**config.mk**
```make
export PLATFORM = sky130hd
export DESIGN_NAME = bus_reset_ctrl
export DESIGN_NICKNAME = d
export VERILOG_FILES = /design/src/rtl/brc_pkg.sv /design/src/rtl/brc_req_decode.sv /design/src/rtl/brc_down_counter.sv /design/src/rtl/bus_reset_ctrl.sv
export SDC_FILE = /design/constraint.sdc
export NUM_CORES = 1
export LEC_CHECK = 0
export CAP_MARGIN = 40
export CORE_AREA = 10 10 67 69
export DETAILED_ROUTE_END_ITERATION = 8
export DIE_AREA = 0 0 77 79
export HOLD_SLACK_MARGIN = 0.12
export SLEW_MARGIN = 10
export SYNTH_ARGS = -nofsm -noshare
export SYNTH_HDL_FRONTEND = slang
export SYNTH_HIERARCHICAL = 1
export SYNTH_SLANG_ARGS = --single-unit
```
**constraint.sdc**
```tcl
create_clock -name clk -period 3.4 [get_ports clk]
set_input_delay 0.68 -clock clk [delete_from_list [all_inputs] [get_ports clk]]
set_output_delay 0.68 -clock clk [all_outputs]
set_load 0.05 [all_outputs]
```
**src/rtl/brc_pkg.sv**
```systemverilog
package brc_pkg;

    typedef enum logic [2:0] {
        ST_IDLE,
        ST_ARB,
        ST_SHORT,
        ST_WAIT,
        ST_LONG,
        ST_DONE
    } brc_state_e;

    typedef enum logic [1:0] {
        ACT_NONE,
        ACT_LONG,
        ACT_SHORT_NOW,
        ACT_ARB
    } brc_act_e;

endpackage

```
**src/rtl/brc_req_decode.sv**
```systemverilog
module brc_req_decode
    import brc_pkg::*;
(
    input  logic     long_req_i,
    input  logic     arb_req_i,
    input  logic     short_mode_i,
    input  logic     bus_init_i,
    output brc_act_e act_o
);

    // Long request always wins; short mode needs the strap.
    always_comb begin
        act_o = ACT_NONE;
        if (long_req_i) begin
            act_o = ACT_LONG;
        end else if (arb_req_i) begin
            if (!short_mode_i) begin
                act_o = ACT_LONG;
            end else if (!bus_init_i) begin
                act_o = ACT_SHORT_NOW;
            end else begin
                act_o = ACT_ARB;
            end
        end
    end

endmodule

```
**src/rtl/brc_down_counter.sv**
```systemverilog
module brc_down_counter #(
    parameter int W = 8
) (
    input  logic         clk,
    input  logic         rst_n,
    input  logic         load_i,
    input  logic [W-1:0] load_val_i,
    input  logic         dec_i,
    output logic         zero_o
);

    typedef struct packed {
        logic [W-1:0] cnt;
    } cnt_s;

    cnt_s cur_q, nxt_d;

    always_comb begin
        nxt_d = cur_q;
        if (load_i) begin
            nxt_d.cnt = load_val_i;
        end else if (dec_i && (cur_q.cnt != '0)) begin
            nxt_d.cnt = cur_q.cnt - 1'b1;
        end
    end

    always_ff @(posedge clk) begin
        if (!rst_n) begin
            cur_q <= '0;
        end else begin
            cur_q <= nxt_d;
        end
    end

    assign zero_o = (cur_q.cnt == '0);

endmodule

```
**src/rtl/bus_reset_ctrl.sv**
```systemverilog
module bus_reset_ctrl
    import brc_pkg::*;
#(
    parameter int SHORT_CYCLES   = 69,
    parameter int LONG_CYCLES    = 8160,
    parameter int TIMEOUT_CYCLES = 64
) (
    input  logic clk,
    input  logic rst_n,
    input  logic long_req_i,
    input  logic arb_req_i,
    input  logic short_mode_i,
    input  logic bus_init_i,
    input  logic fair_grant_i,
    input  logic fair_lost_i,
    input  logic reset_seen_i,
    output logic fair_req_o,
    output logic reset_drive_o,
    output logic reset_done_o
);

    localparam int MAX_A = (SHORT_CYCLES > LONG_CYCLES) ? SHORT_CYCLES : LONG_CYCLES;
    localparam int MAX_C = (MAX_A > TIMEOUT_CYCLES) ? MAX_A : TIMEOUT_CYCLES;
    localparam int CW    = $clog2(MAX_C + 1);

    localparam logic [CW-1:0] SHORT_LOAD = CW'(SHORT_CYCLES - 1);
    localparam logic [CW-1:0] LONG_LOAD  = CW'(LONG_CYCLES - 1);
    localparam logic [CW-1:0] TMO_LOAD   = CW'(TIMEOUT_CYCLES - 1);

    typedef struct packed {
        brc_state_e state;
        logic       seen;
    } ctl_s;

    ctl_s cur_q, nxt_d;

    brc_act_e        act;
    logic            cnt_zero;
    logic            cnt_load;
    logic [CW-1:0]   cnt_val;
    logic            cnt_dec;

    brc_req_decode u_dec (
        .long_req_i   (long_req_i),
        .arb_req_i    (arb_req_i),
        .short_mode_i (short_mode_i),
        .bus_init_i   (bus_init_i),
        .act_o        (act)
    );

    brc_down_counter #(.W(CW)) u_cnt (
        .clk        (clk),
        .rst_n      (rst_n),
        .load_i     (cnt_load),
        .load_val_i (cnt_val),
        .dec_i      (cnt_dec),
        .zero_o     (cnt_zero)
    );

    always_comb begin
        nxt_d    = cur_q;
        cnt_load = 1'b0;
        cnt_val  = '0;
        cnt_dec  = 1'b0;
        unique case (cur_q.state)
            ST_IDLE: begin
                unique case (act)
                    ACT_LONG: begin
                        nxt_d.state = ST_LONG;
                        cnt_load    = 1'b1;
                        cnt_val     = LONG_LOAD;
                    end
                    ACT_SHORT_NOW: begin
                        nxt_d.state = ST_SHORT;
                        nxt_d.seen  = 1'b0;
                        cnt_load    = 1'b1;
                        cnt_val     = SHORT_LOAD;
                    end
                    ACT_ARB: begin
                        nxt_d.state = ST_ARB;
                    end
                    default: ;
                endcase
            end
            ST_ARB: begin
                if (long_req_i) begin
                    nxt_d.state = ST_LONG;
                    cnt_load    = 1'b1;
                    cnt_val     = LONG_LOAD;
                end else if (fair_grant_i) begin
                    nxt_d.state = ST_SHORT;
                    nxt_d.seen  = 1'b0;
                    cnt_load    = 1'b1;
                    cnt_val     = SHORT_LOAD;
                end else if (fair_lost_i) begin
                    nxt_d.state = ST_ARB;   // retry at next fair opportunity
                end
            end
            ST_SHORT: begin
                nxt_d.seen = cur_q.seen | reset_seen_i;
                if (cnt_zero) begin
                    nxt_d.state = ST_WAIT;
                    cnt_load    = 1'b1;
                    cnt_val     = TMO_LOAD;
                end else begin
                    cnt_dec = 1'b1;
                end
            end
            ST_WAIT: begin
                if (cur_q.seen || reset_seen_i) begin
                    nxt_d.state = ST_DONE;
                end else if (cnt_zero) begin
                    nxt_d.state = ST_LONG;
                    cnt_load    = 1'b1;
                    cnt_val     = LONG_LOAD;
                end else begin
                    cnt_dec = 1'b1;
                end
            end
            ST_LONG: begin
                if (cnt_zero) begin
                    nxt_d.state = ST_DONE;
                end else begin
                    cnt_dec = 1'b1;
                end
            end
            ST_DONE: begin
                nxt_d.state = ST_IDLE;
                nxt_d.seen  = 1'b0;
            end
            default: begin
                nxt_d.state = ST_IDLE;
            end
        endcase
    end

    always_ff @(posedge clk) begin
        if (!rst_n) begin
            cur_q <= '{state: ST_IDLE, seen: 1'b0};
        end else begin
            cur_q <= nxt_d;
        end
    end

    assign fair_req_o    = (cur_q.state == ST_ARB);
    assign reset_drive_o = (cur_q.state == ST_SHORT) || (cur_q.state == ST_LONG);
    assign reset_done_o  = (cur_q.state == ST_DONE);

endmodule

```
==> flow_metrics.env <==
export IMPL_status="finished clean"
export IMPL_die_h_um=79
export IMPL_slowest_delay_ps=450
export IMPL_via_count=1307
export IMPL_relSlewSlack=0.508
export IMPL_setup_violations=0
export IMPL_grt_pass1_wl_mm=5.71
export IMPL_timing_rr_start="u_cnt/cur_q[0]"
export IMPL_ys_types=48
export IMPL_dp_slack_ps=9.55
export IMPL_fin_skew_ps=3.77
export IMPL_crit_type="input pin to flip-flop"
export IMPL_num_nets_final=198
export IMPL_crit_end="u_cnt/cur_q[4]"
export IMPL_cts_root_buffer="clkbuf_4"
export IMPL_die_w_um=77
export IMPL_io_buffers=11
export IMPL_finalSetupTns_ps=0
export IMPL_rsz0062_at_grt="false"
export IMPL_synth_edf_count=0
export IMPL_hp_class="flip-flop to flip-flop"
export IMPL_place_inst=224
export IMPL_dpl_cell_area_um2=1530
export IMPL_wl_met3_um=129
export IMPL_fp_row_count=21
export IMPL_synth_warnings=6
export IMPL_clk_pin_slew_worst_paths_ps=110
export IMPL_finalMaxSlewViolations=0
export IMPL_fin_crit_ps=3060
export IMPL_netlist_area_um2=1390
export IMPL_drive_above_1_share=0.126
export IMPL_end_kind="flip-flop"
export IMPL_drv_cap=0
export IMPL_worst_path_buf_inv=3
export IMPL_setup_ws_ps=340
export IMPL_hold_viol=0
export IMPL_routed_top_layer="met4"
export IMPL_design_area_um2=1560
export IMPL_antenna_left=0
export IMPL_cts_tree="yes"
export IMPL_antenna_found_initial=0
export IMPL_syn_area_per_cell_um2=8.14
export IMPL_synth_area_leaders="dfxtp_1 24%, o21ai_0 6.5%, ha_1 5.4%"
export IMPL_p_leak_nw=0.555
export IMPL_boundaryPins=12
export IMPL_die_area_um2=6080
export IMPL_critPathMaxFanout=21
export IMPL_drcViolationCount=0
export IMPL_worstMarginPinSlew_ps=727
export IMPL_drt_vias_per_instance=5.73
export IMPL_ys_seq_area_frac=0.244
export IMPL_wl_per_cell_um=15.2
export IMPL_ys_async_sr_fraction=0
export IMPL_r2r_end="u_cnt/cur_q[4]"
export IMPL_cp_arrival_ps=3260
export IMPL_reg2reg_setup_slack_ps=350
export IMPL_synthCells=171
export IMPL_cts_setup_buffers=0
export IMPL_cp_top_family="buffers and inverters"
export IMPL_core_region_area_um2=3230
export IMPL_dr_pass1_iters=4
export IMPL_clk_latency_ps=300
export IMPL_post_synth_top_count_cell="o21ai_0"
export IMPL_cp_depth=12
export IMPL_place_congestion=0.814
export IMPL_synth_top_cells_by_count="18 x o21ai_0, 17 x dfxtp_1, 11 x inv_1"
export IMPL_path_cells="clkdlybuf4s50_1, nand2b_1, a21o_1, inv_1, ha_1, and2b_2, or3_1, a21oi_1, nand2b_1, inv_1, o21ai_0, a21oi_1"
export IMPL_grt_pass1_vias=1269
export IMPL_syn_nets=186
export IMPL_grt_total_usage=0.112
export IMPL_hold_slack_ps=564
export IMPL_dp_hpwl_mm=2.64
export IMPL_cts_sinks=17
export IMPL_start_util=0.431
export IMPL_crit_path_start="bus_init_i"
export IMPL_slowest_stage="clkdlybuf4s50_1"
export IMPL_grt_max_degree=22
export IMPL_yosysTopAreaCellShare=0.244
export IMPL_cts_buffers=3
export IMPL_synth_flop_cell="dfxtp_1"
export IMPL_stdcell_count=228
export IMPL_synth_top_area_cell="dfxtp_1"
export IMPL_ys_seq_elements=17
export IMPL_cts_path_max_buffers=2
export IMPL_max_freq_ghz=0.327
export IMPL_m1WireLength_mm=1.58
export IMPL_drtIter0Drc=138
export IMPL_cp_start_kind="input pin"
export IMPL_wl_met2_mm=1.73
export IMPL_fin_crit_sh=0.900
export IMPL_irDropWorstVdd_uv=441
export IMPL_p_per_area_nw_per_um2=950
export IMPL_num_antenna_cells=0
export IMPL_worstPathRequired_ps=3600
export IMPL_ctsHoldBuffers=0
export IMPL_r2r_cells=10
export IMPL_htree_levels=1
export IMPL_grt_overflow_total=0
export IMPL_cts_resized_gates=0
export IMPL_wl_mm=3.46
export IMPL_synthToLayoutAreaGrowth_pct=11.9
[worst register-to-register path: stages, from the launching register on]
cell and delay [ps]:
dfxtp_1 350, inv_1 130, ha_1 180, or4b_1 580
nor3_2 480, nand4_1 210, a21oi_1 250, nand2b_1 150
inv_1 270, o21ai_0 310, a21oi_1 60
[cells in the final DEF (no fill, tap or decap), types with 3 or more instances in the layout]
cell type        instances
nand2_1                  5
clkdlybuf4s50_1         11
nor3_1                   5
inv_1                   11
nor2_1                  10
a21oi_1                  9
ha_1                     6
o31ai_1                  4
nor4_1                   5
a211oi_1                 5
or4_1                    3
a31oi_1                  4
nand4_1                  3
or3_1                    5
clkbuf_4                 3
o21ai_0                 18
dfxtp_1                 17
xnor2_1                  5
nand2b_1                 7
nor3b_1                  3
nand3_1                  4
buf_4                    5
[power by group]
group	leakage [nW]	switching [mW]	internal, mW
Combinational	0.397	0.535	0.403
Sequential	0.140	0.140	0.284
Clock	0.0177	0.0733	0.0439
Total	0.555	0.749	0.731
[metal layers]
layer	vias to the layer above	track usage
li1	667	-
met4	0	0.0383
met2	20	0.204
met5	-	0
met3	2	0.0259
met1	618	0.125
[cell type report]
cell class	count	area [um^2]
Inverter	11	41.3
Tap cell	46	57.6
Clock buffer	3	22.5
Fill cell	323	1670
Sequential cell	17	340
Multi-Input combinational cell	134	943
Clock inverter	1	5.00
Timing Repair Buffer	16	148
[cells by family (layout without fill, tap and decap cells)]
group                      after synthesis  after routing  share of synthesized area
AOI/OAI and AO/OA                       57             57                      0.281
xor gates and xnor gates                 5              5                     0.0314
and+or+nand+nor                         64             64                      0.293
DFF                                     17             17                      0.244
adders and majority gates                6              6                     0.0539
buffers and inverters                   20             31                     0.0782
muxes                                    2              2                     0.0180
[stage by stage]
stage | utilization | power [mW]
after floorplan | - | 1.17
after global placement | 0.473 | 1.34
after detailed placement | 0.473 | 1.36
after CTS | 0.482 | 1.48
after global routing | 0.482 | 1.61
final | 0.482 | 1.48
[worst min path at each step]
stage | from | endpoint | slack [ps] | cells past startpoint
2_1_floorplan | u_cnt/cur_q[6] | u_cnt/cur_q[6] | 500 | 2
3_3_place_gp | u_cnt/cur_q[1] | u_cnt/cur_q[1] | 530 | 2
5_1_grt | u_cnt/cur_q[6] | u_cnt/cur_q[6] | 600 | 2
4_1_cts | u_cnt/cur_q[9] | u_cnt/cur_q[9] | 550 | 2
6_report | u_cnt/cur_q[6] | u_cnt/cur_q[6] | 560 | 2
3_5_place_dp | u_cnt/cur_q[9] | u_cnt/cur_q[9] | 530 | 2
[state kept, by name, summed over array words and instances, names as in the netlist]
| name | cells |
|---|---|
| u_cnt/cur_q | 13 |
| cur_q | 4 |
Note: power is estimated with default switching activity, not from simulation.
